--- src/rtl/wo_coh_pkg.sv ---
package wo_coh_pkg;
  typedef enum logic [1:0] {
    LS_ABSENT = 2'd0,
    LS_SHARED = 2'd1,
    LS_EXCL   = 2'd2,
    LS_MOD    = 2'd3
  } line_st_t;

  typedef enum logic [2:0] {
    BOP_READ  = 3'd0,
    BOP_RFO   = 3'd1,
    BOP_WRITE = 3'd2,
    BOP_TREAD = 3'd3,
    BOP_TRFO  = 3'd4
  } bus_op_t;
endpackage

--- src/rtl/wo_snoop_xfer.sv ---
module wo_snoop_xfer
  import wo_coh_pkg::*;
(
  input  line_st_t  cur_st,
  input  logic      active,
  input  logic [2:0] op,
  output line_st_t  nxt_st,
  output logic      supply
);
  logic held;
  assign held = active && (cur_st != LS_ABSENT);

  always_comb begin
    nxt_st = cur_st;
    supply = 1'b0;
    if (held) begin
      case (op)
        BOP_READ, BOP_TREAD: begin
          supply = 1'b1;
          nxt_st = LS_SHARED;
        end
        BOP_RFO, BOP_TRFO: begin
          supply = 1'b1;
          nxt_st = LS_ABSENT;
        end
        default: begin
          supply = 1'b0;
          nxt_st = cur_st;
        end
      endcase
    end
  end
endmodule

--- src/rtl/wo_local_xfer.sv ---
module wo_local_xfer
  import wo_coh_pkg::*;
(
  input  line_st_t   cur_st,
  input  logic       active,
  input  logic       is_write,
  input  logic       tag_match,
  output line_st_t   nxt_st,
  output logic       hit,
  output logic       req_vld,
  output logic [2:0] req_op,
  output logic       evict
);
  assign hit   = tag_match && (cur_st != LS_ABSENT);
  assign evict = active && !tag_match && (cur_st == LS_MOD);

  always_comb begin
    nxt_st  = cur_st;
    req_vld = 1'b0;
    req_op  = BOP_READ;
    if (active) begin
      if (!hit) begin
        req_vld = 1'b1;
        req_op  = is_write ? BOP_RFO : BOP_READ;
        nxt_st  = is_write ? LS_MOD : LS_SHARED;
      end else if (is_write) begin
        if (cur_st == LS_SHARED) begin
          req_vld = 1'b1;
          req_op  = BOP_WRITE;
          nxt_st  = LS_EXCL;
        end else begin
          nxt_st = LS_MOD;
        end
      end
    end
  end
endmodule

--- src/rtl/wo_line_store.sv ---
module wo_line_store
  import wo_coh_pkg::*;
#(
  parameter int IDX_W = 4,
  localparam int LINES = 1 << IDX_W
) (
  input  logic             clk,
  input  logic             rst_n,
  input  logic             lw_en,
  input  logic [IDX_W-1:0] lw_idx,
  input  line_st_t         lw_st,
  input  logic             sw_en,
  input  logic [IDX_W-1:0] sw_idx,
  input  line_st_t         sw_st,
  input  logic [IDX_W-1:0] ra_idx,
  output line_st_t         ra_st,
  input  logic [IDX_W-1:0] rb_idx,
  output line_st_t         rb_st
);
  logic [2*LINES-1:0] st_vec;

  for (genvar i = 0; i < LINES; i++) begin : g_line
    logic     l_we, s_we, cell_en;
    line_st_t cell_d, cell_q;

    assign l_we    = lw_en && (lw_idx == IDX_W'(i));
    assign s_we    = sw_en && (sw_idx == IDX_W'(i));
    assign cell_en = l_we || s_we;
    assign cell_d  = l_we ? lw_st : sw_st;

    always_ff @(posedge clk or negedge rst_n) begin
      if (!rst_n)       cell_q <= LS_ABSENT;
      else if (cell_en) cell_q <= cell_d;
    end

    assign st_vec[2*i +: 2] = cell_q;
  end

  assign ra_st = line_st_t'(st_vec[2*ra_idx +: 2]);
  assign rb_st = line_st_t'(st_vec[2*rb_idx +: 2]);
endmodule

--- src/rtl/wo_coherence_ctrl.sv ---
module wo_coherence_ctrl
  import wo_coh_pkg::*;
#(
  parameter int IDX_W = 4
) (
  input  logic             clk,
  input  logic             rst_n,
  input  logic             cpu_valid_i,
  input  logic             cpu_write_i,
  input  logic [IDX_W-1:0] cpu_idx_i,
  input  logic             cpu_match_i,
  input  logic             snp_valid_i,
  input  logic [2:0]       snp_op_i,
  input  logic [IDX_W-1:0] snp_idx_i,
  input  logic             snp_match_i,
  output logic             bus_req_vld_o,
  output logic [2:0]       bus_req_op_o,
  output logic             evict_o,
  output logic             cpu_hit_o,
  output logic [1:0]       cpu_state_o,
  output logic             snp_supply_o,
  output logic [1:0]       snp_state_o
);
  line_st_t   snp_cur, snp_nxt, arr_cpu_st, cpu_cur, cpu_nxt;
  logic       snp_act, snp_sup, same_idx;
  logic       loc_hit, loc_req, loc_evict;
  logic [2:0] loc_op;

  assign snp_act = snp_valid_i && snp_match_i;

  wo_line_store #(.IDX_W(IDX_W)) u_store (
    .clk    (clk),
    .rst_n  (rst_n),
    .lw_en  (cpu_valid_i),
    .lw_idx (cpu_idx_i),
    .lw_st  (cpu_nxt),
    .sw_en  (snp_act),
    .sw_idx (snp_idx_i),
    .sw_st  (snp_nxt),
    .ra_idx (snp_idx_i),
    .ra_st  (snp_cur),
    .rb_idx (cpu_idx_i),
    .rb_st  (arr_cpu_st)
  );

  wo_snoop_xfer u_snoop (
    .cur_st (snp_cur),
    .active (snp_act),
    .op     (snp_op_i),
    .nxt_st (snp_nxt),
    .supply (snp_sup)
  );

  assign same_idx = snp_act && (snp_idx_i == cpu_idx_i);
  assign cpu_cur  = same_idx ? snp_nxt : arr_cpu_st;

  wo_local_xfer u_local (
    .cur_st    (cpu_cur),
    .active    (cpu_valid_i),
    .is_write  (cpu_write_i),
    .tag_match (cpu_match_i),
    .nxt_st    (cpu_nxt),
    .hit       (loc_hit),
    .req_vld   (loc_req),
    .req_op    (loc_op),
    .evict     (loc_evict)
  );

  logic       req_vld_d, evict_d, sup_d;
  logic [2:0] req_op_d;
  logic       hit_d;
  logic [1:0] cst_d, sst_d;

  always_comb begin
    req_vld_d = loc_req;
    req_op_d  = cpu_valid_i ? loc_op : bus_req_op_o;
    evict_d   = loc_evict;
    hit_d     = cpu_valid_i ? loc_hit : cpu_hit_o;
    cst_d     = cpu_valid_i ? cpu_nxt : cpu_state_o;
    sup_d     = snp_sup;
    sst_d     = snp_valid_i ? snp_nxt : snp_state_o;
  end

  always_ff @(posedge clk or negedge rst_n) begin
    if (!rst_n) begin
      bus_req_vld_o <= 1'b0;
      bus_req_op_o  <= 3'd0;
      evict_o       <= 1'b0;
      cpu_hit_o     <= 1'b0;
      cpu_state_o   <= 2'd0;
      snp_supply_o  <= 1'b0;
      snp_state_o   <= 2'd0;
    end else begin
      bus_req_vld_o <= req_vld_d;
      bus_req_op_o  <= req_op_d;
      evict_o       <= evict_d;
      cpu_hit_o     <= hit_d;
      cpu_state_o   <= cst_d;
      snp_supply_o  <= sup_d;
      snp_state_o   <= sst_d;
    end
  end
endmodule

--- config.mk ---
export PLATFORM = sky130hd
export DESIGN_NAME = wo_coherence_ctrl
export DESIGN_NICKNAME = d
export VERILOG_FILES = /design/src/rtl/wo_coh_pkg.sv /design/src/rtl/wo_snoop_xfer.sv /design/src/rtl/wo_local_xfer.sv /design/src/rtl/wo_line_store.sv /design/src/rtl/wo_coherence_ctrl.sv
export SDC_FILE = /design/constraint.sdc
export NUM_CORES = 1
export LEC_CHECK = 0
export ABC_AREA = 1
export BUFFER_PORTS_ARGS = -buffer_cell sky130_fd_sc_hd__buf_2
export CAP_MARGIN = 20
export CELL_PAD_IN_SITES_DETAIL_PLACEMENT = 0
export CELL_PAD_IN_SITES_GLOBAL_PLACEMENT = 1
export CORE_UTILIZATION = 35
export DETAILED_ROUTE_END_ITERATION = 10
export PLACE_DENSITY_LB_ADDON = 0.1
export SLEW_MARGIN = 15
export SYNTH_ARGS = -nofsm -noshare
export SYNTH_HDL_FRONTEND = slang
export SYNTH_HIERARCHICAL = 1
export SYNTH_SLANG_ARGS = --single-unit
--- constraint.sdc ---
create_clock -name clk -period 4.9 [get_ports clk]
set_clock_uncertainty 0.05 [all_clocks]
set_input_delay 0.49 -clock clk [delete_from_list [all_inputs] [get_ports clk]]
set_output_delay 0.49 -clock clk [all_outputs]
set_load 0.1 [all_outputs]
==> impl_metrics.env, run 1 <==
export IMPL_crit_type="primary input to register"
export IMPL_synth_edff_count=0
export IMPL_async_reset_ff_share_pct=100
export IMPL_cp_start_kind="primary input"
export IMPL_grt_overflow_total=0
export IMPL_synth_most_common_cell="nand2_1"
export IMPL_cts_root_buffer_cell="clkbuf_8"
export IMPL_grt_pass1_vias=3264
export IMPL_cts_setup_buffers=0
export IMPL_track_usage_pct=23.0
export IMPL_finalCriticalPeriod_ps=3230
export IMPL_hp_class="primary input to async pin"
export IMPL_cellPowerDensity_nw_per_um2=358
export IMPL_crit_path_end_kind="register"
export IMPL_timing_final_hold_violations=0
export IMPL_regArea_um2=1080
export IMPL_cap_violations=0
export IMPL_ctsHoldBuffers=0
export IMPL_wl_per_cell_um=15.7
export IMPL_netlist_area_um2=3300
export IMPL_ys_seq_elements=43
export IMPL_required_ps=5040
export IMPL_placed_cell_area_um2=3510
export IMPL_crit_path_cell_trace="buf_2 > inv_1 > nand2_1 > nand3_1 > nand3_1 > nand3_1 > nand2_1 > nor2_1 > nor2_1 > nand3_1 > nand2_1 > nand4_1 > nand2_1 > inv_1 > nor2_1 > nand2_2 > nand2_1 > nand2_1 > inv_1 > nand2_1 > nand3_1 > o21ai_0"
export IMPL_fin_ws_ps=1670
export IMPL_synth_top_cell_by_area="dfrtp_1"
export IMPL_synth_top_area_share_pct=32.6
export IMPL_max_slew_margin_pct=50.7
export IMPL_pin_count=29
export IMPL_antenna_found_initial=0
export IMPL_synth_main_ff_cell="dfrtp_1"
export IMPL_critPathArrivalTime_ps=3370
export IMPL_slew_viol_final=0
export IMPL_cts_buffer_depth=2
export IMPL_post_drt_via_cell_ratio=5.10
export IMPL_die_area_um2=9830
export IMPL_grt_max_degree=44
export IMPL_synthesis_nets=555
export IMPL_cp_top_family="simple AND/OR/NAND/NOR gates"
export IMPL_nFillCells=1008
export IMPL_rsz0062_at_grt="no"
export IMPL_post_route_drc_count=0
export IMPL_final_cell_area_um2=3670
export IMPL_cts_tree="built"
export IMPL_grt_first_pass_wirelength_um=17200
export IMPL_yosysWarningCount=6
export IMPL_worst_path_buf_inv=4
export IMPL_gp_congestion=0.927
export IMPL_antenna_cells=0
export IMPL_seq_area_frac_synth_pct=32.6
export IMPL_fin_crit_sh_pct=65.9
export IMPL_path_max_fanout=21
export IMPL_clkSinkCount=43
export IMPL_cpPeakStageDelay_ps=320
export IMPL_setup_viol=0
export IMPL_timing_fmax_mhz=310
export IMPL_antenna_left=0
export IMPL_synth_common_cells="nand2_1 (169), nand3_1 (122), inv_1 (95)"
export IMPL_htreeDepth=2
export IMPL_crit_path_top_delay_cell="buf_2"
export IMPL_synth_cell_types=22
export IMPL_syn_inst=537
export IMPL_multi_input_area_um2=1760
export IMPL_final_util_pct=39.9
export IMPL_initial_core_util_pct=35.9
export IMPL_synth_avg_cell_area_um2=6.15
export IMPL_cts_buffers_inserted=5
export IMPL_rows=35
export IMPL_clk_pin_slew_worst_paths_ps=90
export IMPL_dp_hpwl_um=7920
export IMPL_insertion_delay_ps=300
export IMPL_finalSetupTns_ps=0
export IMPL_ir_worst_vdd_mv=0.163
export IMPL_worst_pin_slew_ps=738
export IMPL_synth_area_leaders="dfrtp_1 (33%), nand2_1 (19%), nand3_1 (18%), inv_1 (11%), nor2_1 (4.4%)"
export IMPL_dr_pass1_iters=5
export IMPL_place_ws_ps=1370
export IMPL_status="finished, final reports clean"
export IMPL_vias=3429
export IMPL_hold_worst_slack_ps=29.9
export IMPL_drive_gt1_share_pct=13.2
export IMPL_areaGrowthSynthToFinish_pct=11.0
export IMPL_crit_path_frequent_cell="nand2_1"
export IMPL_die_w_um=99.1
export IMPL_routed_wl_um=10500
export IMPL_fp_dieH_um=99.1
export IMPL_fp_coreArea_um2=9200
export IMPL_final_nets=578
export IMPL_cts_resized=0
export IMPL_drt_iter0_drc=264
export IMPL_io_buffers=28
export IMPL_leakagePower_nw=2.03
==> path summary, 6_finish.rpt <==
kind	from	end	slack, ps	cells after the start
worst max register to register	u_store/g_line[13].cell_q[0]$_DFFE_PN0P_	u_store/g_line[8].cell_q[1]$_DFFE_PN0P_	2050	19
worst min register to register	u_store/g_line[2].cell_q[0]$_DFFE_PN0P_	u_store/g_line[2].cell_q[0]$_DFFE_PN0P_	450	2
max in group asynchronous	rst_n	u_store/g_line[0].cell_q[0]$_DFFE_PN0P_	4280	2
worst max-delay path	snp_idx_i[0]	u_store/g_line[8].cell_q[0]$_DFFE_PN0P_	1670	22
min in group clk	cpu_match_i	evict_o$_DFF_PN0_	390	4
worst min-delay path	rst_n	snp_supply_o$_DFF_PN0_	30	1
==> logic make-up after synthesis <==
| group | share of synthesized area [%] |
|---|---|
| compound gates | 3.11 |
| buf+inv | 14.1 |
| flops | 32.6 |
| mux | 2.73 |
| other cells | 0.114 |
| simple gates | 47.4 |
==> power breakdown <==
part / internal, mW / switching [mW]
clock: 0.204 / 0.139
combinational: 0.129 / 0.361
sequential: 0.438 / 0.0407
total: 0.770 / 0.541
==> state kept, by name, indices dropped and copies added (netlist names) <==
register and cells:
u_store/g_line.cell_q 32, evict_o 1, snp_supply_o 1, cpu_state_o 2, bus_req_op_o 3, cpu_hit_o 1, bus_req_vld_o 1, snp_state_o 2
==> area by class of cell <==
type	count	share of cell area, %
Inverter	99	10.1
Timing Repair Buffer	32	4.98
Sequential cell	43	29.4
Multi-Input combinational cell	379	48.0
Clock buffer	5	1.88
Clock inverter	3	1.84
Tap cell	111	3.79
==> per-stage QoR <==
step / instances / total power [mW]
after floorplan: 537 / 0.825
after global placement: 663 / 0.973
after detailed placement: 663 / 0.973
after CTS: 671 / 1.32
after global routing: 672 / 1.40
final: 672 / 1.31
==> routing by layer <==
| metal | GRT usage [%] | routed length (µm) | share of wire [%] |
|---|---|---|---|
| met5 | 0 | 0 | 0 |
| met4 | 5.77 | 127 | 1.2 |
| met3 | 3.58 | 524 | 5.0 |
| met2 | 36.3 | 4730 | 45 |
| met1 | 33.1 | 5160 | 49 |
==> layout by cell type, fill, tap and decap left out <==
cell	netlist	layout
nand2_1	169	169
nand3_1	122	122
inv_1	95	95
dfrtp_1	43	43
nor2_1	39	39
buf_2	6	28
nor2_2	10	10
mux2_2	8	8
o21ai_0	7	7
o211ai_1	6	6
nand2_2	5	5
clkbuf_8	0	5
inv_2	4	4
nand4_1	4	4
buf_4	5	3
nor2_4	2	2
nand3_2	2	2
bufinv_16	0	2
o21ai_2	2	2
nand2_4	1	1
clkinvlp_4	0	1
buf_12	0	1
conb_1	1	1
a21oi_1	1	1
(Power assumes the default switching activity.)
==> run 2, diff against run 1 <==
clock period = 3.3 ns   (was 4.9 ns; I/O delays follow)
==> impl_metrics.env, run 2 (synthesized netlist as in run 1, its figures left out) <==
export IMPL_setup_viol=0
export IMPL_pin_count=29
export IMPL_cp_start_kind="primary input"
export IMPL_initial_core_util_pct=35.9
export IMPL_required_ps=3430
export IMPL_dr_pass1_iters=5
export IMPL_wl_per_cell_um=15.8
export IMPL_htreeDepth=2
export IMPL_clk_pin_slew_worst_paths_ps=100
export IMPL_crit_type="primary input to register"
export IMPL_ir_worst_vdd_mv=0.203
export IMPL_fp_dieH_um=99.1
export IMPL_final_cell_area_um2=3690
export IMPL_cts_resized=0
export IMPL_antenna_found_initial=0
export IMPL_post_drt_via_cell_ratio=5.12
export IMPL_routed_wl_um=10700
export IMPL_die_w_um=99.1
export IMPL_critPathArrivalTime_ps=2820
export IMPL_status="finished with violations"
export IMPL_die_area_um2=9830
export IMPL_grt_overflow_total=0
export IMPL_fin_crit_sh_pct=81.5
export IMPL_placed_cell_area_um2=3550
export IMPL_post_route_drc_count=0
export IMPL_final_nets=582
export IMPL_final_common_cell="nand2_1"
export IMPL_violations="negative hold slack"
export IMPL_finalSetupTns_ps=0
export IMPL_biggestRegsByFlops="u_store/g_line.cell_q x32, bus_req_op_o x3"
export IMPL_ctsHoldBuffers=0
export IMPL_cts_buffer_depth=2
export IMPL_cts_tree="built"
export IMPL_drive_gt1_share_pct=13.8
export IMPL_antenna_left=0
export IMPL_grt_pass1_vias=3210
export IMPL_cts_setup_buffers=0
export IMPL_cellPowerDensity_nw_per_um2=530
export IMPL_areaGrowthSynthToFinish_pct=11.6
export IMPL_path_max_fanout=16
export IMPL_dp_hpwl_um=8010
export IMPL_drt_iter0_drc=224
export IMPL_grt_first_pass_wirelength_um=17400
export IMPL_timing_final_hold_violations=43
export IMPL_cap_violations=0
export IMPL_worst_pin_slew_ps=595
export IMPL_max_slew_margin_pct=60.3
export IMPL_grt_max_degree=44
export IMPL_leakagePower_nw=2.04
export IMPL_gp_congestion=0.873
export IMPL_mostFrequentLayoutCells="nand2_1 (169), nand3_1 (122), inv_1 (95)"
export IMPL_cts_root_buffer_cell="clkbuf_8"
export IMPL_slew_viol_final=0
export IMPL_regMostFlops="u_store/g_line.cell_q"
export IMPL_largest_reg_flops=32
export IMPL_crit_path_end_kind="register"
export IMPL_hp_class="primary input to async pin"
export IMPL_place_ws_ps=295
export IMPL_antenna_cells=0
export IMPL_insertion_delay_ps=310
export IMPL_fp_coreArea_um2=9200
export IMPL_clkSinkCount=43
export IMPL_vias=3464
export IMPL_io_buffers=28
export IMPL_track_usage_pct=23.3
export IMPL_finalCriticalPeriod_ps=2690
export IMPL_cts_buffers_inserted=5
export IMPL_fin_ws_ps=612
export IMPL_rows=35
export IMPL_rsz0062_at_grt="no"
export IMPL_hold_worst_slack_ps=-35.3
export IMPL_timing_fmax_mhz=372
-- run 2: area by class of cell --
cell class | count | area (µm²)
clock buffers | 5 | 68.8
clock inverters | 3 | 67.6
fillers | 1019 | 5510
inverters | 99 | 372
multi-input cells | 379 | 1760
flip-flops and latches | 43 | 1080
well taps | 111 | 139
repair buffers | 36 | 203
-- run 2: where the power goes --
| part | internal (mW) | switching, mW | leakage [nW] |
|---|---|---|---|
| combinational | 0.196 | 0.534 | 1.44 |
| clock | 0.302 | 0.213 | 0.0644 |
| sequential | 0.650 | 0.0576 | 0.536 |
| total | 1.15 | 0.804 | 2.04 |
-- run 2: final timing paths --
kind,startpoint,to,slack [ps],cells after the start
worst max-delay path,snp_idx_i[0],u_store/g_line[15].cell_q[0]$_DFFE_PN0P_,610,22
worst min-delay path,rst_n,evict_o$_DFF_PN0_,-40,1
worst max register to register,u_store/g_line[10].cell_q[1]$_DFFE_PN0P_,u_store/g_line[15].cell_q[0]$_DFFE_PN0P_,640,19
worst min register to register,u_store/g_line[9].cell_q[1]$_DFFE_PN0P_,u_store/g_line[9].cell_q[1]$_DFFE_PN0P_,440,2
max in group asynchronous,rst_n,u_store/g_line[0].cell_q[0]$_DFFE_PN0P_,2830,1
min in group clk,cpu_match_i,evict_o$_DFF_PN0_,240,4
-- run 2: metal layers --
| metal | GRT usage (%) | wire length, µm | up-vias |
|---|---|---|---|
| li1 | - | - | 1726 |
| met1 | 32.9 | 5130 | 1619 |
| met2 | 36.0 | 4750 | 104 |
| met3 | 4.36 | 614 | 15 |
| met4 | 7.69 | 213 | 0 |
| met5 | 0 | 0 | - |
-- run 2: per-stage QoR --
stage / instances / utilization, % / total power [mW]
6_report: 676 / 40.1 / 1.95
5_1_grt: 676 / 40.1 / 2.08
4_1_cts: 676 / 40.1 / 1.96
3_5_place_dp: 668 / 38.6 / 1.45
3_3_place_gp: 668 / 38.6 / 1.45
2_1_floorplan: 537 / - / 1.23
-- run 2: worst max-delay path, cell delays in order --
cell      delay [ps]
buf_2            100
inv_1            380
nand2_1           90
nand3_1           90
nand3_1          100
nand3_1          100
nand2_1           70
nor2_1            90
nor2_1            70
nand2_2           80
nand2_1           50
nand2_1           70
nand4_1           90
nand2_1          150
inv_1             90
nor2_1           110
nand2_2           80
nand2_1           60
nand2_1          170
buf_4            250
nand2_1           80
o211ai_1         100
